[config.mk]
export PLATFORM = sky130hd
export DESIGN_NAME = pq_arbiter
export DESIGN_NICKNAME = d
export VERILOG_FILES = /design/src/rtl/pq_pkg.sv /design/src/rtl/pq_ring.sv /design/src/rtl/pq_sched.sv /design/src/rtl/pq_busmux.sv /design/src/rtl/pq_arbiter.sv
export SDC_FILE = /design/constraint.sdc
export NUM_CORES = 1
export LEC_CHECK = 0
export ABC_AREA = 1
export ABC_CLOCK_PERIOD_IN_PS = 1650
export BUFFER_PORTS_ARGS = -buffer_cell sky130_fd_sc_hd__buf_2
export CAP_MARGIN = 5
export CORE_MARGIN = 2
export CORE_UTILIZATION = 37
export DETAILED_ROUTE_END_ITERATION = 16
export GPL_TIMING_DRIVEN = 0
export PLACE_DENSITY = 0.77
export SYNTH_ARGS = -nofsm -noshare
export SYNTH_HDL_FRONTEND = slang
export SYNTH_SLANG_ARGS = --single-unit
[constraint.sdc]
create_clock -name clk -period 1.65 [get_ports clk]
set_input_delay 0.165 -clock clk [delete_from_list [all_inputs] [get_ports clk]]
set_output_delay 0.165 -clock clk [all_outputs]
set_load 0.02 [all_outputs]
[src/rtl/pq_pkg.sv]
package pq_pkg;

    typedef enum logic [0:0] {
        ST_FREE = 1'b0,
        ST_HELD = 1'b1
    } own_state_e;

    function automatic int id_width(input int n);
        return (n > 1) ? $clog2(n) : 1;
    endfunction

endpackage

[src/rtl/pq_ring.sv]
module pq_ring #(
    parameter int DEPTH = 4,
    parameter int IDW   = 2
) (
    input  logic           clk,
    input  logic           rst_n,
    input  logic           push,
    input  logic [IDW-1:0] push_id,
    input  logic           pop,
    output logic [IDW-1:0] head_id,
    output logic           empty
);
    localparam int PW = (DEPTH > 1) ? $clog2(DEPTH) : 1;

    logic [IDW-1:0] slot_q [DEPTH];
    logic [PW-1:0]  head_q;
    logic [PW-1:0]  tail_q;
    logic [PW-1:0]  occ;

    always_ff @(posedge clk or negedge rst_n) begin
        if (!rst_n) begin
            head_q <= '0;
            tail_q <= '0;
        end else begin
            if (push) tail_q <= tail_q + PW'(1);
            if (pop)  head_q <= head_q + PW'(1);
        end
    end

    always_ff @(posedge clk) begin
        if (push) slot_q[tail_q] <= push_id;
    end

    assign head_id = slot_q[head_q];
    assign empty   = (head_q == tail_q);
    assign occ     = tail_q - head_q;

    AST_NO_OVERFLOW: assert property (@(posedge clk) disable iff (!rst_n)
        (push && !pop) |-> (int'(occ) < DEPTH - 1));

    AST_NO_UNDERFLOW: assert property (@(posedge clk) disable iff (!rst_n)
        pop |-> !empty);

endmodule

[src/rtl/pq_sched.sv]
module pq_sched
    import pq_pkg::*;
#(
    parameter int N     = 3,
    parameter int DEPTH = 4
) (
    input  logic         clk,
    input  logic         rst_n,
    input  logic [N-1:0] req,
    input  logic [N-1:0] hi_pri,
    output logic [N-1:0] grant_o
);
    localparam int IDW = id_width(N);

    own_state_e     state_q, state_d;
    logic [N-1:0]   member_q;
    logic [IDW-1:0] own_q;
    logic           own_hi_q;
    logic [IDW-1:0] last_id_q;
    logic           last_hi_q;

    logic [N-1:0]   pend;
    logic           enq_v;
    logic [IDW-1:0] enq_id;
    logic           enq_hi;
    logic [N-1:0]   enq_mask;
    logic           lo_pend;

    logic           rel;
    logic [N-1:0]   rel_mask;
    logic           rep_block;
    logic           take;
    logic           take_hi;
    logic [IDW-1:0] pick;
    logic           award;

    logic [IDW-1:0] hi_head, lo_head;
    logic           hi_empty, lo_empty;

    // Arrival selection: lowest index among requests not yet queued.
    always_comb begin
        pend   = req & ~member_q;
        enq_v  = |pend;
        enq_id = '0;
        for (int i = N - 1; i >= 0; i--) begin
            if (pend[i]) enq_id = IDW'(i);
        end
        enq_hi   = hi_pri[enq_id];
        enq_mask = enq_v ? (N'(1) << enq_id) : '0;
        lo_pend  = |(pend & ~hi_pri);
    end

    pq_ring #(.DEPTH(DEPTH), .IDW(IDW)) u_hi_q (
        .clk     (clk),
        .rst_n   (rst_n),
        .push    (enq_v && enq_hi),
        .push_id (enq_id),
        .pop     (rel && own_hi_q),
        .head_id (hi_head),
        .empty   (hi_empty)
    );

    pq_ring #(.DEPTH(DEPTH), .IDW(IDW)) u_lo_q (
        .clk     (clk),
        .rst_n   (rst_n),
        .push    (enq_v && !enq_hi),
        .push_id (enq_id),
        .pop     (rel && !own_hi_q),
        .head_id (lo_head),
        .empty   (lo_empty)
    );

    // Selection of the next owner and next state.
    always_comb begin
        rel       = (state_q == ST_HELD) && !req[own_q];
        rel_mask  = rel ? (N'(1) << own_q) : '0;
        rep_block = last_hi_q && !hi_empty && (hi_head == last_id_q)
                    && (!lo_empty || lo_pend);
        take      = 1'b0;
        take_hi   = 1'b0;
        pick      = '0;
        if (!hi_empty && !rep_block) begin
            take    = 1'b1;
            take_hi = 1'b1;
            pick    = hi_head;
        end else if (!lo_empty) begin
            take    = 1'b1;
            pick    = lo_head;
        end
        state_d = state_q;
        award   = 1'b0;
        unique case (state_q)
            ST_FREE: if (take) begin
                state_d = ST_HELD;
                award   = 1'b1;
            end
            ST_HELD: if (rel) state_d = ST_FREE;
            default: state_d = ST_FREE;
        endcase
    end

    always_ff @(posedge clk or negedge rst_n) begin
        if (!rst_n) state_q <= ST_FREE;
        else        state_q <= state_d;
    end

    always_ff @(posedge clk or negedge rst_n) begin
        if (!rst_n) begin
            member_q  <= '0;
            own_q     <= '0;
            own_hi_q  <= 1'b0;
            last_id_q <= '0;
            last_hi_q <= 1'b0;
        end else begin
            member_q <= (member_q | enq_mask) & ~rel_mask;
            if (award) begin
                own_q     <= pick;
                own_hi_q  <= take_hi;
                last_id_q <= pick;
                last_hi_q <= take_hi;
            end
        end
    end

    assign grant_o = (state_q == ST_HELD) ? (N'(1) << own_q) : '0;

    AST_GRANT_ONEHOT: assert property (@(posedge clk) disable iff (!rst_n)
        $onehot0(grant_o));

    AST_OWNER_QUEUED: assert property (@(posedge clk) disable iff (!rst_n)
        (grant_o != '0) |-> ((grant_o & member_q) == grant_o));

    AST_GRANT_HOLD: assert property (@(posedge clk) disable iff (!rst_n)
        ((grant_o & req) != '0) |=> (grant_o == $past(grant_o)));

    AST_GRANT_DROP: assert property (@(posedge clk) disable iff (!rst_n)
        ((grant_o != '0) && ((grant_o & req) == '0)) |=> (grant_o == '0));

    AST_NO_SWITCH: assert property (@(posedge clk) disable iff (!rst_n)
        (grant_o != '0) |=> ((grant_o == '0) || (grant_o == $past(grant_o))));

endmodule

[src/rtl/pq_busmux.sv]
module pq_busmux #(
    parameter int N  = 3,
    parameter int AW = 8,
    parameter int DW = 32
) (
    input  logic [N-1:0]    grant,
    input  logic [N*AW-1:0] req_addr,
    input  logic [N*DW-1:0] req_wdata,
    input  logic [N-1:0]    req_write,
    output logic            mem_en,
    output logic [AW-1:0]   mem_addr,
    output logic [DW-1:0]   mem_wdata,
    output logic            mem_write
);
    logic [AW-1:0] a_gated [N];
    logic [DW-1:0] d_gated [N];

    for (genvar g = 0; g < N; g++) begin : g_lane
        assign a_gated[g] = req_addr[g*AW +: AW]  & {AW{grant[g]}};
        assign d_gated[g] = req_wdata[g*DW +: DW] & {DW{grant[g]}};
    end

    always_comb begin
        mem_addr  = '0;
        mem_wdata = '0;
        for (int i = 0; i < N; i++) begin
            mem_addr  = mem_addr  | a_gated[i];
            mem_wdata = mem_wdata | d_gated[i];
        end
        mem_write = |(req_write & grant);
        mem_en    = |grant;
    end

endmodule

[src/rtl/pq_arbiter.sv]
module pq_arbiter #(
    parameter int N     = 3,
    parameter int DEPTH = 4,
    parameter int AW    = 8,
    parameter int DW    = 32
) (
    input  logic            clk,
    input  logic            rst_n,
    input  logic [N-1:0]    req,
    input  logic [N-1:0]    hi_pri,
    input  logic [N*AW-1:0] req_addr,
    input  logic [N*DW-1:0] req_wdata,
    input  logic [N-1:0]    req_write,
    output logic [N-1:0]    grant,
    output logic            mem_en,
    output logic [AW-1:0]   mem_addr,
    output logic [DW-1:0]   mem_wdata,
    output logic            mem_write
);

    pq_sched #(.N(N), .DEPTH(DEPTH)) u_sched (
        .clk     (clk),
        .rst_n   (rst_n),
        .req     (req),
        .hi_pri  (hi_pri),
        .grant_o (grant)
    );

    pq_busmux #(.N(N), .AW(AW), .DW(DW)) u_mux (
        .grant     (grant),
        .req_addr  (req_addr),
        .req_wdata (req_wdata),
        .req_write (req_write),
        .mem_en    (mem_en),
        .mem_addr  (mem_addr),
        .mem_wdata (mem_wdata),
        .mem_write (mem_write)
    );

    AST_IDLE_BUS_ZERO: assert property (@(posedge clk) disable iff (!rst_n)
        !mem_en |-> (mem_addr == '0 && mem_wdata == '0 && !mem_write));

    AST_EN_TRACKS_GRANT: assert property (@(posedge clk) disable iff (!rst_n)
        mem_en |-> $onehot(grant));

endmodule

# ---- Word level (Yosys, flattened, before mapping)
# Memories as Yosys holds them, arrays and structs flattened.
# Index checks and enable logic that the tools add are counted.
# W data, S select, Z words.
dict set report totals {
  reg_bits 15
  ram_bits 16
  latch_bits 0
  inputBits 131
  memories 2
  output_inout_bits 45
  rom_bits 0
  word_cells 83
}
dict set report op_classes {
  bitwise_logic 19
  multipliers 0
  n_lt_le_gt_ge 2
  reduce_logical 20
  eq_ne 3
  shift 2
  n_addsub 4
  div 0
  n_mux 23
}
# name depth width rd rd_ports_with_merged_regs wr line_no
set mem_list {}
lappend mem_list {u_sched.u_hi_q.slot_q 4 2 1 0 1 pq_ring.sv:15} ;# logic [IDW-1:0] slot_q [DEPTH];
lappend mem_list {u_sched.u_lo_q.slot_q 4 2 1 0 1 pq_ring.sv:15}
# op count
set ops {}
lappend ops {{$and A32 B32 Y32} 3}
lappend ops {{$or A32 B32 Y32} 2}
lappend ops {{$and A8 B8 Y8} 3}
lappend ops {{$or A8 B8 Y8} 2}
lappend ops {{$and A3 B3 Y3} 4}
lappend ops {{$mux W1} 12}
lappend ops {{$reduce_or A3 Y1} 4}
lappend ops {{$mux W2} 5}
lappend ops {{$logic_and A1 B1 Y1} 9}
lappend ops {{$mux W3} 3}
lappend ops {{$not A3 Y3} 3}
lappend ops {{$add A2 B1 Y2 const B} 4}
lappend ops {{$eq A2 B2 Y1} 3}
lappend ops {{$logic_not A1 Y1} 6}
lappend ops {{$lt A2 B3 Y1 const B} 2}
lappend ops {{$shl A1 B2 Y3 const A} 2}
lappend ops {{$bmux W1 S2} 2}
lappend ops {{$or A3 B3 Y3} 1}
lappend ops {{$pmux W1 S2} 1}
lappend ops {{$logic_or A1 B1 Y1} 1}
lappend ops {{$not A1 Y1} 1}

# ---- Longest topological paths before layout
# Gate-level depths: netlist of the first run.
dict set report logic_depth {
  ltp_word 11
  depth_mapped 13
  ltp_nobuf 13
}

# ---- Hierarchy
# A second synthesis of the first run with hierarchy kept.
dict set report hier_totals {
  cells_unflattened 402
  area_unflattened_um2 2660.1
}
# mod n_inst cells_per_inst area_each_um2 seq_area_each_um2
set by_module_without_submodules {}
lappend by_module_without_submodules {pq_busmux 1 182 879.6 0.0}
lappend by_module_without_submodules {{pq_ring (u_sched.u_lo_q)} 1 64 614.3 340.3}
lappend by_module_without_submodules {{pq_ring (u_sched.u_hi_q)} 1 64 606.8 340.3}
lappend by_module_without_submodules {pq_sched 1 92 559.3 175.2}

# ---- Worst setup path after synthesis of the first run
# No wires, ideal clock.
dict set report synth_timing {
  kind {reg2reg}
  from {register u_sched.member_q[1]}
  to {memory u_sched.u_hi_q.slot_q[0][0], enable pin}
  arrival_ps 1289
  stages_incl_launch_ff 8
  t_required_ps 1341
  setup_time_ps 309
  setup_slack_ps 52
  synth_period_minus_slack_ps 1598
  path_buffers 0
  cell_sequence {dfrtp_1 -> inv_1 -> nand2_1 -> nor2_1 -> nand2_1 -> nand3_1 -> o211ai_2 -> nor2_1}
}
dict set report synth_between {
  elab_chain_len 9
  word_cells_on_any_way 10
  classes_between {6 x mux; 2 x bitwise; 2 x reduce/logical}
}
# element line_no
set synth_lines {}
lappend synth_lines {{start, declared} pq_sched.sv:16} ;# logic [N-1:0] member_q;
lappend synth_lines {{start signal, assigned} pq_sched.sv:115} ;# member_q <= (member_q | enq_mask) & ~rel_mask;
lappend synth_lines {{$not A3 Y3} pq_sched.sv:42} ;# pend = req & ~member_q;
lappend synth_lines {{$and A3 B3 Y3} pq_sched.sv:42}
lappend synth_lines {{$mux W2 (2 in a row)} pq_sched.sv:46} ;# if (pend[i]) enq_id = IDW'(i);
lappend synth_lines {{net u_sched.enq_id[0]} pq_sched.sv:24} ;# logic [IDW-1:0] enq_id;
lappend synth_lines {{$bmux W1 S2} pq_sched.sv:48} ;# enq_hi = hi_pri[enq_id];
lappend synth_lines {{$mux W1 (not written as such)} pq_sched.sv:48}
lappend synth_lines {{$logic_and A1 B1 Y1} pq_sched.sv:56} ;# .push (enq_v && enq_hi),
lappend synth_lines {{$mux W1} pq_ring.sv:31} ;# if (push) slot_q[tail_q] <= push_id;
lappend synth_lines {{$mux W1 (not written as such)} pq_ring.sv:31}
lappend synth_lines {{end, declared} pq_ring.sv:15}
# The timed path passes the listed nets, and every way through them passes these cells. The select of a mux whose other input is x is not followed.

# ---- Worst setup path after layout of the first run
dict set report layout_timing {
  from {register u_sched.own_q[1]}
  to {output port mem_wdata[18]}
}
dict set report layout_between {
  elab_chain_len 5
  word_cells_on_any_way 7
  classes_between {1 x shift; 1 x mux; 5 x bitwise}
}
# element line_no
set layout_lines {}
lappend layout_lines {{start, declared} pq_sched.sv:17} ;# logic [IDW-1:0] own_q;
lappend layout_lines {{start signal, assigned} pq_sched.sv:117} ;# own_q <= pick;
lappend layout_lines {{$shl A1 B2 Y3 *} pq_sched.sv:125} ;# assign grant_o = (state_q == ST_HELD) ? (N'(1) << own_q) : '0;
lappend layout_lines {{$mux W3 *} pq_sched.sv:125}
lappend layout_lines {{$and A32 B32 Y32} pq_busmux.sv:20} ;# assign d_gated[g] = req_wdata[g*DW +: DW] & {DW{grant[g]}};
lappend layout_lines {{$or A32 B32 Y32} pq_busmux.sv:28} ;# mem_wdata = mem_wdata | d_gated[i];
lappend layout_lines {{$or A32 B32 Y32 *} pq_busmux.sv:28}
lappend layout_lines {{end, declared} pq_arbiter.sv:17} ;# output logic [DW-1:0] mem_wdata,
# Mark *: on every way between the ends. The rest lies on a longest branch, timed or not.

==> results of run 1 <==
## power by group through the flow
stage	Clock (mW)	Sequential [mW]	Combinational [mW]
floorplan	0	1.27	3.20
global placement	0	1.32	4.44
detailed placement	0	1.32	4.54
CTS	0.728	1.35	6.22
global route	0.773	1.42	7.52
finish	0.735	1.39	7.00
## through the flow
stage	worst slack [ns]	util	cell area (um2)	total power [mW]	hold WS, ns
6_report	-0.191	0.721	4550	9.12	0.269
3_5_place_dp	-0.446	0.536	3380	5.86	0.107
5_1_grt	-0.236	0.721	4550	9.71	0.284
2_1_floorplan	0.0516	-	2410	4.46	-0.131
3_3_place_gp	-0.265	0.536	3380	5.75	0.0934
4_1_cts	-0.108	0.674	4260	8.30	0.206
## synth_stat cells, drive strengths merged
cell type  number  share of area
buf             8          0.018
xor2            5          0.018
inv            33          0.051
nor2           30          0.051
dfrtp          15           0.16
clkinv          1         0.0016
a22oi           1         0.0031
nand4           1         0.0026
ha              8          0.042
xnor2           2         0.0073
o211ai          2         0.0083
edfxtp         16           0.20
nand3b          3         0.0093
clkbuf          6         0.0093
nand2         173           0.27
nand3          56           0.12
o22ai           3         0.0078
a21oi           5          0.010
o21ai           6          0.012
## worst max-delay path: stages (launching register included)
cell and delay, ns:
sky130_fd_sc_hd__dfrtp_2 0.45, sky130_fd_sc_hd__inv_2 0.10, sky130_fd_sc_hd__nand2_2 0.08, sky130_fd_sc_hd__nor2_4 0.12, sky130_fd_sc_hd__buf_12 0.15, sky130_fd_sc_hd__clkbuf_8 0.15, sky130_fd_sc_hd__nand2_1 0.09, sky130_fd_sc_hd__nand3_2 0.11
sky130_fd_sc_hd__buf_6 0.12
## layer usage
| layer | wire length [um] | global-route usage | vias up |
|---|---|---|---|
| met3 | 1010 | 0.0865 | 53 |
| met5 | 0 | 0 | - |
| met2 | 5470 | 0.477 | 234 |
| li1 | - | - | 1590 |
| met1 | 3820 | 0.302 | 1584 |
| met4 | 448 | 0.0909 | 0 |
## state kept, by name, summed over array words and instances (netlist names)
signal and count:
u_sched.own_q 2, u_sched.state_q 1, u_sched.member_q 3, u_sched.u_hi_q.tail_q 2
u_sched.u_hi_q.head_q 2, u_sched.u_lo_q.slot_q 8, u_sched.u_hi_q.slot_q 8, u_sched.u_lo_q.head_q 2
u_sched.own_hi_q 1, u_sched.u_lo_q.tail_q 2
## worst paths after layout
| path | depth (start not counted) | slack [ns] | startpoint | to |
|---|---|---|---|---|
| setup / recovery | 8 | -0.19 | u_sched.own_q[1] | mem_wdata[18] |
| hold / removal | 3 | 0.27 | req[0] | u_sched.member_q[0] |
| setup reg to reg | 9 | 0.01 | u_sched.member_q[1] | u_sched.u_lo_q.slot_q[3][0] |
| hold reg to reg | 2 | 0.53 | u_sched.member_q[2] | u_sched.member_q[2] |
| max in group asynchronous | 2 | 1.03 | rst_n | u_sched.own_q[0] |
| min in group asynchronous | 2 | 0.32 | rst_n | u_sched.u_lo_q.tail_q[0] |
## kinds of logic (layout without fill, tap and decap cells)
family,count (synthesis),count (layout),share of synthesized area
xor gates and xnor gates,7,7,0.0254
DFF,31,31,0.355
AOI/OAI and AO/OA,17,17,0.0421
and+or+nand+nor,263,263,0.456
adders and majority gates,8,8,0.0415
buffers and inverters,48,251,0.0800
## layout make-up
| type | instances | area, um2 | share of cell area |
|---|---|---|---|
| inverters | 34 | 131 | 0.0289 |
| well taps | 77 | 96.3 | 0.0212 |
| repair buffers | 196 | 1360 | 0.299 |
| clock inverters | 3 | 38.8 | 0.00852 |
| clock buffers | 5 | 68.8 | 0.0151 |
| multi-input cells | 295 | 1820 | 0.400 |
| flip-flops and latches | 31 | 860 | 0.189 |
| plain buffers | 13 | 174 | 0.0382 |
## cells in the final DEF (no fill, tap or decap), types with 12 or more instances in the layout
cell                       count
sky130_fd_sc_hd__buf_2       132
sky130_fd_sc_hd__buf_4        15
sky130_fd_sc_hd__buf_6        45
sky130_fd_sc_hd__dfrtp_1      12
sky130_fd_sc_hd__edfxtp_1     16
sky130_fd_sc_hd__inv_1        24
sky130_fd_sc_hd__nand2_1     140
sky130_fd_sc_hd__nand2_2      22
sky130_fd_sc_hd__nand3_1      14
sky130_fd_sc_hd__nand3_2      40
sky130_fd_sc_hd__nor2_4       12
## repair_timing
item / CTS / global route
buffers inserted: 9 / 7
setup endpoints to repair: 64 / 69
pin swaps: 5 / 6
hold buffers: 1 / 0
endpoints found under the hold margin: 15 / 0
cloned: 4 / 0
resized for setup: 189 / 66
==> metrics list, run 1 <==
* Result of the run: complete, but fails checks
- The checks that failed: setup timing.
- Net switching power: roughly 4.5 mW
- Top-Level Pins: 176
- Pin count of the biggest net entering global routing: 16
- The number of antenna violations at the first check in global routing came to 0.
* Kind of end point of the critical path: primary output
- Kind of critical path: flip-flop to primary output
- Once detail routing completed, the nets flagged for antenna violations numbered 0.
- Required time of the worst setup path: about 1.5 ns
* Combinational share of power: 0.768
- Initial Utilization: 0.382
- Along the worst path, the maximum fanout reaches 7.
* IR drop worst, VDD: 1360 uV
* Final HPWL from detailed placement: roughly 6700 um
- CP Data Arrival Time: around 1.7 ns
- Final cell count without fillers: 654
* Global router's overall resource usage: 0.268
- TritonCTS built the clock tree.
- Setup violations remaining at the end of the flow were counted as 42.
- Core Area: ~6300 um2
- Maximum clock rate: ~0.54 GHz
* Synthesized flop and latch total: 31
* Critical Path Source Type: flip-flop
- Proportion of layout cells with a drive suffix above 1: 0.565
- Between clock sinks in the finished design, the worst skew comes to 0.00856 ns.
* Final hold vios: 0
- Post-Route WL: between 10000 and 15000 um
* Vias: 3461
- The share of total power dissipated in the clock network is 0.081.
* Cell-internal power: between 4 and 5 mW
- Clock-pin slew was measured on the worst setup and hold paths at 0.07 ns.
- After detailed routing, the number of vias per cell comes to 5.29.
* Yosys warning count: 0
- The number of nets in the synthesized netlist is 513.
* Cell Rows: 29
- The final count of pins violating max slew came to 0.
* Number of sinks on the clock net: 31
- Placer congestion estimate: approximately 0.86
* Number of unique standard cell types used by synthesis: 26
- The routed design could run at a clock period as short as 1.84 ns.
* Least-Margin Pin Slew: 0.376 ns
- Across the run, the number of max-cap violations was 0.
- H-tree level count: 2
- Sequential area share after synthesis: 0.355
* Share of the clock period used by the worst path after layout: 1.12
* Via count of the first global-routing pass: 3298
- Proportion of total power due to net switching: 0.489
- Pre-antenna DRT Iters: 5
* Least setup slack across all paths after layout: -0.191 ns
- Dividing the detail-routed wire length by the instance count gives 16.4 um.
* Relative max-transition margin: 0.750
- The longest clock path from root to sink contains 2 buffers.
- Power density of the placed cells: about 2000 nW/um2
- For this run, design rule violations remaining after detail routing come to 0.
* Area added between synthesis and finish: 88.9%
* Unrepaired setup endpoints after global routing: yes
* DIE AREA: 7170 um2
* Skew-Pair Late Insertion Delay: around 0.29 ns
* Total of fill cells in the finished design: 431
- Overflow left after global routing: 0
- The first global-routing pass estimated 15500 um of wire.
- In this run the worst hold path is classified as primary input to flip-flop.
- Library cell used as clock root buffer: sky130_fd_sc_hd__clkbuf_8
- Count of mapped cells out of synthesis: around 370
- Sequential fraction of design power: 0.152
- During placement, the flow inserted port buffers numbering 175.
- Total clock buffers created by CTS: 5
- Measured along the x axis, the die boundary spans 84.7 um.
- Synth Cell Area: 2410 um2
* Avg Cell Area, Syn: 6.44 um2
- Aggregate negative setup slack: -4.75 ns
- The first routing iteration left 190 violations.
- Post-layout net count: 715
- In this run the vertical extent of the chip is 84.7 um.
* N_diodes: 0
* Cell count after placement: 626
- Leak pwr: 2.52 nW
Note: power is estimated with default switching activity, not from simulation.
==> run 2, diff against run 1 <==
RECOVER_POWER = 50   (was not set)
==> run 2 against run 1 <==
The run still ends with setup timing left. Critical path depth unchanged. Critical endpoint unchanged. Power is essentially flat. Sequential cell count did not move. Worst hold slack lost 0.047 ns. Register-to-register slack lost 0.18 ns. Design area is 0.27% lower. First-iteration DRC count is 3.2% lower. Worst setup slack lost 0.0037 ns. Combinational power barely moved. Die area unchanged. Largest power group unchanged. Wire length increased by 0.36%.
==> metrics list, run 2 (synthesized netlist as in run 1, its figures left out) <==
- The number of vias per cell after detailed routing was 5.31 (was 5.29).
* Critical Path Slowest Stage Cell: sky130_fd_sc_hd__dfrtp_2 (unchanged)
* DR iter-0 viols: 184 (was 190)
* Worst slack at placement: -0.446 ns (unchanged)
- Area added between synthesis and finish: 88.4% (was 88.9%)
- The worst clock skew is 0.00858 ns (was 0.00856 ns).
- The number of buffer and inverter instances along the worst setup path is 4 (unchanged).
- Kind of end point of the critical path: primary output (unchanged)
* Pin count of the biggest net entering global routing: 16 (unchanged)
* Aggregate negative setup slack: -7.85 ns (was -4.75 ns)
- The initial core utilization was 0.382 (unchanged).
- Kind of critical path: flip-flop to primary output (unchanged)
- The final wirelength is 10800 um (about the same).
* Critical Path Source Type: flip-flop (unchanged)
- Total clock buffers created by CTS: 5 (unchanged)
- The number of endpoints with negative hold slack in the final report was 0 (unchanged).
- Least-Margin Pin Slew: 0.904 ns (was 0.376 ns)
- The multi-input gate area in the final layout came to 1820 um2 (about the same).
- Min Tclk post-route: 1.84 ns (about the same)
* Setup-failing EPs final: 62 (was 42)
* Cell Rows: 29 (unchanged)
* Worst min path class: primary input to flip-flop (unchanged)
- The maximum net fanout on the critical path was 7 (unchanged).
- Cell family contributing the most delay on the critical path: buffers and inverters (unchanged)
* Width of the chip: 84.7 um (unchanged)
- The most frequent standard cell in the layout excluding fill and tap cells was sky130_fd_sc_hd__nand2_1 (unchanged).
- Global router's overall resource usage: 0.268 (unchanged)
- Height of the die: 84.7 um (unchanged)
* Number of routed nets with antenna violations: 0 (unchanged)
- The floorplan die area was 7170 um2 (unchanged).
- The maximum clock insertion buffer count was 2 (unchanged).
- Share of the clock period used by the worst path after layout: 1.12 (about the same)
- H-tree level count: 2 (unchanged)
- Commonest cells after routing, fill and taps aside: sky130_fd_sc_hd__nand2_1, sky130_fd_sc_hd__buf_2, sky130_fd_sc_hd__buf_6 (unchanged).
* Sequential cell area: 860 um2 (unchanged)
- The largest vdd supply drop is 1360 uV (about the same).
* Post-route design area: 4540 um2 (was 4550 um2)
- The via count was 3472 (was 3461).
* Post-layout net count: 715 (unchanged)
- Library cell used as clock root buffer: sky130_fd_sc_hd__clkbuf_8 (unchanged)
- Failing checks: setup timing (unchanged)
* Skew-Pair Late Insertion Delay: 0.29 ns (about the same)
- Max-capacitance violation count: 0 (unchanged)
* Power density of the placed cells: 2010 nW/um2 (was 2000 nW/um2)
- Clock tree from TritonCTS: built (unchanged)
- Overflow left after global routing: 0 (unchanged)
- Wire length per cell: 16.5 um (was 16.4 um)
- Placer congestion estimate: 0.858 (unchanged)
- The share of layout cells above drive strength 1 came to 0.560 (was 0.565).
- The clock slew seen by the registers of the worst setup and hold paths was 0.07 ns (about the same).
* Area post-placement: 3380 um2 (unchanged)
- Critical path cell sequence: inv_2 -> nand2_2 -> nor2_4 -> buf_12 -> clkbuf_8 -> nand2_1 -> nand3_2 -> buf_6 (unchanged)
- Maximum clock rate: 0.542 GHz (was 0.543 GHz)
- Leak pwr: 2.51 nW (was 2.52 nW)
- Number of sinks on the clock net: 31 (unchanged)
* First-pass GRT wire length: 15500 um (unchanged)
* CP Data Arrival Time: 1.68 ns (about the same)
- Unrepaired setup endpoints after global routing: yes (unchanged).
- The final worst-path setup slack was -0.195 ns (was -0.191 ns).
- Core Area: 6310 um2 (unchanged)
- The final cell utilization of the core is 0.719 (was 0.721).
- The port buffer count came to 175 (unchanged).
- Total of fill cells in the finished design: 434 (was 431)
- The final antenna diode count was 0 (unchanged).
- Result of the run: complete, but fails checks (unchanged).
- The data required time of the worst path came to 1.48 ns (about the same).
* Final HPWL from detailed placement: 6690 um (unchanged)
- The number of antenna violations at the first check in global routing came to 0 (unchanged).
- Fin. max-slew vios: 0 (unchanged)
* Final total power: 9.12 mW (about the same)
- The remaining routing DRC violations was 0 (unchanged).
* Biggest registers after layout: u_sched.u_hi_q.slot_q (8), u_sched.u_lo_q.slot_q (8), u_sched.member_q (3) (unchanged)
* Relative max-transition margin: 0.397 (was 0.750)
* Pre-antenna DRT Iters: 5 (unchanged)
- The via count of the first global-routing pass was 3298 (unchanged).
- Top-Level Pins: 176 (unchanged)
- The maximum cell stage delay along the critical path came to 0.45 ns (about the same).
-- run 2: cell types whose count changed in the layout (fill, tap and decap cells not counted), sizes merged --
cell | before | now
buf | 204 | 202
clkbuf | 9 | 11
-- run 2: report_power, final --
group | leakage, nW | internal, mW | total [mW] | switching (mW)
Clock | 0.0556 | 0.442 | 0.737 | 0.295
Sequential | 0.316 | 1.12 | 1.38 | 0.266
Combinational | 2.14 | 3.09 | 7.00 | 3.91
-- run 2: path summary, 6_finish.rpt --
kind                                     start                     endpoint  slack [ns]  cells after the start
max                           u_sched.own_q[1]                mem_wdata[18]       -0.19                      8
min                                     req[0]          u_sched.member_q[0]        0.22                      3
max reg2reg                u_sched.member_q[0]  u_sched.u_lo_q.slot_q[3][0]       -0.17                      7
min reg2reg                u_sched.member_q[2]          u_sched.member_q[2]        0.53                      2
max in group asynchronous                rst_n             u_sched.own_q[0]        0.52                      2
min in group asynchronous                rst_n     u_sched.u_lo_q.tail_q[0]        0.52                      2
-- run 2: repair_timing --
item	CTS	global route
setup buffers	9	7
gates cloned	4	0
resized for setup	189	66
pin swaps	5	6
hold endpoints to repair	15	0
setup endpoints to repair	64	69
hold buffers	1	0
-- run 2: cell type report --
cell class | instances | area share
Buffer | 13 | 0.0383
Clock buffer | 5 | 0.0152
Clock inverter | 3 | 0.00854
Inverter | 34 | 0.0289
Multi-Input combinational cell | 295 | 0.400
Sequential cell | 31 | 0.189
Tap cell | 77 | 0.0212
Timing Repair Buffer | 196 | 0.299
-- run 2: through the flow --
step	hold slack (ns)	std cells
finish	0.222	654
global route	0.231	654
CTS	0.206	647
detailed placement	0.107	626
global placement	0.0934	626
floorplan	-0.131	374
-- run 2: worst min-delay path, delay by kind of cell --
kind	cells	cell delay [ns]
buffers and inverters	2	0.21
AOI/OAI and AO/OA	1	0.09
-- run 2: layer usage --
metal  routed length [um]  track usage  part of all wire  up-vias
met5                    0            0                 0        -
li1                     -            -                 -     1589
met4                  427       0.0909             0.040        0
met1                 3900        0.302              0.36     1603
met3                 1010       0.0865             0.094       51
met2                 5450        0.477              0.51      229
==> run 3, diff against run 2 <==
CORE_UTILIZATION = 39   (was 37)
PLACE_DENSITY = not set   (was 0.77)
PLACE_DENSITY_LB_ADDON = 0.12   (was not set)
SYNTH_HIERARCHICAL = 1   (was not set)
==> run 3 against run 2 <==
The flow still finishes with violations (setup timing). Power is 1.3% higher. Die area is 4.5% higher. Synthesized area grew 10%. Clock skew shrank 0.0025 ns. Worst hold slack worse by 0.050 ns. Synthesized cell count up 7.5%. Wire length shrank 6.4%. Clock power fell by 24%. Worst setup slack improved by 0.011 ns. Register-to-register slack improved by 0.15 ns. Core utilization decreased by 2.8 points. Sequential power shrank 4%. Critical path type unchanged.
==> metrics list, run 3 <==
- Result of the run: complete, but fails checks (unchanged)
- Failing checks: setup timing (unchanged)
- Global router's overall resource usage: 0.223 (was 0.268)
- Total clock buffers created by CTS: 5 (unchanged)
* Leading register cell type out of synthesis: sky130_fd_sc_hd__edfxtp_1 (unchanged)
- The top cell type's share of synthesized area came to 0.258 (was 0.265).
- The signed area change from the synthesized netlist to the final layout was 73.7% (was 88.4%).
- The last weighted congestion value of the routability-driven placer came to 0.853 (was 0.858).
- Leak pwr: 2.65 nW (was 2.51 nW)
- Final HPWL from detailed placement: 6660 um (was 6690 um)
- Least setup slack across all paths after layout: -0.184 ns (was -0.195 ns)
- The port buffer count is 175 (unchanged).
* Number of routed nets with antenna violations: 0 (unchanged)
* Combinational share of power: 0.797 (was 0.768)
* N_diodes: 0 (unchanged)
* Height of the die: 86.6 um (was 84.7 um)
* Top-Level Pins: 176 (unchanged)
- Most frequent cell after synthesis: sky130_fd_sc_hd__nand2_1 (unchanged)
* Core Area: 6680 um2 (was 6310 um2)
* Synthesized flop and latch total: 31 (unchanged)
- Synth top cells by count: sky130_fd_sc_hd__nand2_1, sky130_fd_sc_hd__nand3_1, sky130_fd_sc_hd__inv_1 (unchanged)
* Kind of critical path: flip-flop to primary output (unchanged)
* Commonest cells after routing, fill and taps aside: sky130_fd_sc_hd__nand2_1, sky130_fd_sc_hd__buf_2, sky130_fd_sc_hd__nand2_2 (was sky130_fd_sc_hd__nand2_1, sky130_fd_sc_hd__buf_2, sky130_fd_sc_hd__buf_6)
- The share of layout cells above drive strength 1 came to 0.570 (was 0.560).
- Cell-internal power: 4.80 mW (was 4.65 mW)
- Relative max-transition margin: 0.417 (was 0.397)
- Worst-case reg-to-reg path depth: 9 (was 7)
- The most frequent standard cell in the layout excluding fill and tap cells is sky130_fd_sc_hd__nand2_1 (unchanged).
- First-pass GRT wire length: 13300 um (was 15500 um)
- The switching part of the total power was 0.480 (was 0.490).
- The count of mapped cells out of synthesis was 402 (was 374).
* Library cell used as clock root buffer: sky130_fd_sc_hd__clkbuf_8 (unchanged)
* Sequential area share after synthesis: 0.322 (was 0.355)
- The post-route minimum period was 1.83 ns (was 1.84 ns).
- The number of antenna violations at the first check in global routing is 0 (unchanged).
- Kind of end point of the critical path: primary output (unchanged)
* Post-Route WL: 10100 um (was 10800 um)
* Wire length per cell: 14.7 um (was 16.5 um)
- The final net count was 743 (was 715).
* Biggest registers after layout: u_sched/u_hi_q/slot_q (8), u_sched/u_lo_q/slot_q (8), u_sched/member_q (3) (was u_sched.u_hi_q.slot_q (8), u_sched.u_lo_q.slot_q (8), u_sched.member_q (3))
- R2R Setup Slk: -0.02 ns (was -0.17 ns)
- Clock input transition at the sequential cells of the worst setup and hold paths: 0.07 ns (about the same)
- DR iter-0 viols: 131 (was 184)
- The share of total power in sequential cells came to 0.142 (was 0.152).
- The count of final setup violators is 43 (was 62).
- The x dimension of the die is 86.6 um (was 84.7 um).
- IR drop worst, VDD: 798 uV (was 1360 uV)
* Cell Rows: 30 (was 29)
- The number of vias per cell after detailed routing is 4.95 (was 5.31).
* Worst setup path endpoint: mem_wdata[9] (was mem_wdata[18])
- The initial core utilization is 0.398 (was 0.382).
- The via count of the first global-routing pass came to 2952 (was 3298).
- Synth Cell Area: 2660 um2 (was 2410 um2)
- The arrival time of the worst setup path was 1.67 ns (was 1.68 ns).
- The sink count of the clock tree came to 31 (unchanged).
- H-tree level count: 2 (unchanged)
- The startpoint of the worst register-to-register path is u_sched/member_q[0] (was u_sched.member_q[0]).
- Unrepaired setup endpoints after global routing: yes (unchanged)
- The number of placed instances, taps included is 657 (was 626).
* Worst min path class: primary input to flip-flop (unchanged)
- Vias: 3393 (was 3472)
* Critical Path Source Type: flip-flop (unchanged)
- The data required time of the worst path was 1.48 ns (about the same).
- The async set-or-reset flop fraction in the synthesized netlist came to 0.484 (unchanged).
- Pin count of the biggest net entering global routing: 16 (unchanged)
- Skew-Pair Late Insertion Delay: 0.28 ns (was 0.29 ns)
- Overflow left after global routing: 0 (unchanged)
* Least-Margin Pin Slew: 0.874 ns (was 0.904 ns)
- Max-capacitance violation count: 0 (unchanged)
- Number of buffers on the longest clock path: 2 (unchanged)
- Syn_nets: 541 (was 513)
- Avg Cell Area, Syn: 6.62 um2 (was 6.44 um2)
* Leading post-synthesis cells by cell area: sky130_fd_sc_hd__nand2_1, sky130_fd_sc_hd__edfxtp_1, sky130_fd_sc_hd__dfrtp_1 (unchanged)
- The number of synthesized flops with an enable pin came to 16 (unchanged).
* Clock share of power: 0.060 (was 0.081)
- DRC violations left: 0 (unchanged)
- Aggregate negative setup slack: -4.19 ns (was -7.85 ns)
- The achievable frequency is 0.545 GHz (was 0.542 GHz).
- Fin. max-slew vios: 0 (unchanged)
- The worst clock skew was 0.00608 ns (was 0.00858 ns).
- Yosys warning count: 6 (was 0)
* First element of the critical path: u_sched/last_id_q[0] (was u_sched.own_q[1])
* Final hold vios: 0 (unchanged)
- The power after layout came to 9.23 mW (was 9.12 mW).
* Library cell occupying the most area in the post-synthesis netlist: sky130_fd_sc_hd__nand2_1 (unchanged)
- Reg2Reg Capture Point: u_sched/u_lo_q/slot_q[3][1] (was u_sched.u_lo_q.slot_q[3][0])
- Final cell count without fillers: 685 (was 654)
- Crit path max fanout: 10 (was 7)
- The areal power density over the cells is 2000 nW/um2 (was 2010 nW/um2).
* Share of the clock period used by the worst path after layout: 1.11 (was 1.12)
- Total of fill cells in the finished design: 525 (was 434)
- The number of distinct library cells after synthesis came to 21 (was 26).
- Clock tree from TritonCTS: built (unchanged)
* Net switching power: 4.43 mW (was 4.47 mW)
- DIE AREA: 7500 um2 (was 7170 um2)
* Pre-antenna DRT Iters: 6 (was 5)
[run 3: kinds of logic (layout without fill, tap and decap cells)]
| group | count (synthesis) | count (layout) | share of synthesized area |
|---|---|---|---|
| adder cells (fa/ha/maj) | 8 | 8 | 0.0376 |
| buffers and inverters | 73 | 276 | 0.154 |
| AND/OR/NAND/NOR | 274 | 274 | 0.442 |
| XOR/XNOR | 6 | 6 | 0.0198 |
| AO/OA/AOI/OAI | 10 | 10 | 0.0254 |
| flip-flops | 31 | 31 | 0.322 |
[run 3: critical path, stage by stage (launching register included)]
cell and delay [ns]:
sky130_fd_sc_hd__dfrtp_2 0.44, sky130_fd_sc_hd__buf_4 0.15, sky130_fd_sc_hd__nand2_2 0.09, sky130_fd_sc_hd__nor2_4 0.04, sky130_fd_sc_hd__buf_6 0.14, sky130_fd_sc_hd__buf_8 0.14
sky130_fd_sc_hd__nand2_1 0.12, sky130_fd_sc_hd__nand3_2 0.12, sky130_fd_sc_hd__buf_6 0.15
[run 3: layout make-up]
class	instances	area (um2)	share of cell area
Multi-Input combinational cell	298	1750	0.380
Timing Repair Buffer	195	1370	0.296
Sequential cell	31	857	0.185
Buffer	17	238	0.0514
Inverter	56	220	0.0477
Tap cell	80	100	0.0217
Clock buffer	5	68.8	0.0149
Clock inverter	3	15.0	0.00325
[run 3: timing repair]
| action | CTS | global route |
|---|---|---|
| pin swaps | 5 | 36 |
| hold buffers | 1 | 0 |
| endpoints found under the hold margin | 15 | 0 |
| gates cloned | 2 | 4 |
| gates resized for setup | 85 | 128 |
| setup endpoints to repair | 59 | 61 |
| setup buffers | 10 | 3 |
[run 3: power groups by stage]
stage	Sequential, mW	Clock (mW)	Combinational [mW]
after floorplan	1.27	0	3.65
after global placement	1.32	0	4.93
after detailed placement	1.33	0	5.00
after CTS	1.30	0.577	5.96
after global routing	1.35	0.616	7.91
final	1.32	0.558	7.36
[run 3: worst min-delay path by stage]
stage | slack (ns) | start | to | depth (start not counted)
final | 0.17 | req[0] | u_sched/member_q[0] | 3
after global routing | 0.20 | req[0] | u_sched/member_q[0] | 3
after CTS | 0.17 | req[0] | u_sched/member_q[0] | 3
after detailed placement | 0.1 | rst_n | u_sched/u_hi_q/tail_q[1] | 1
after global placement | 0.09 | rst_n | u_sched/u_hi_q/tail_q[1] | 1
after floorplan | -0.13 | rst_n | u_sched/last_hi_q | 0
[run 3: per-stage QoR]
stage	hold WS, ns	area [um2]	worst slack (ns)	utilization
detailed placement	0.0995	3640	-0.236	0.544
floorplan	-0.131	2660	0.0295	-
CTS	0.173	4060	-0.0836	0.607
finish	0.172	4620	-0.184	0.692
global placement	0.0890	3640	-0.208	0.544
global route	0.203	4620	-0.321	0.692
[run 3: routing by layer]
layer / vias up / GRT usage / wire [um]
met4: 0 / 0.0952 / 386
met1: 1567 / 0.261 / 3770
li1: 1645 / - / -
met5: - / 0 / 0
met2: 151 / 0.398 / 5270
met3: 30 / 0.0390 / 668
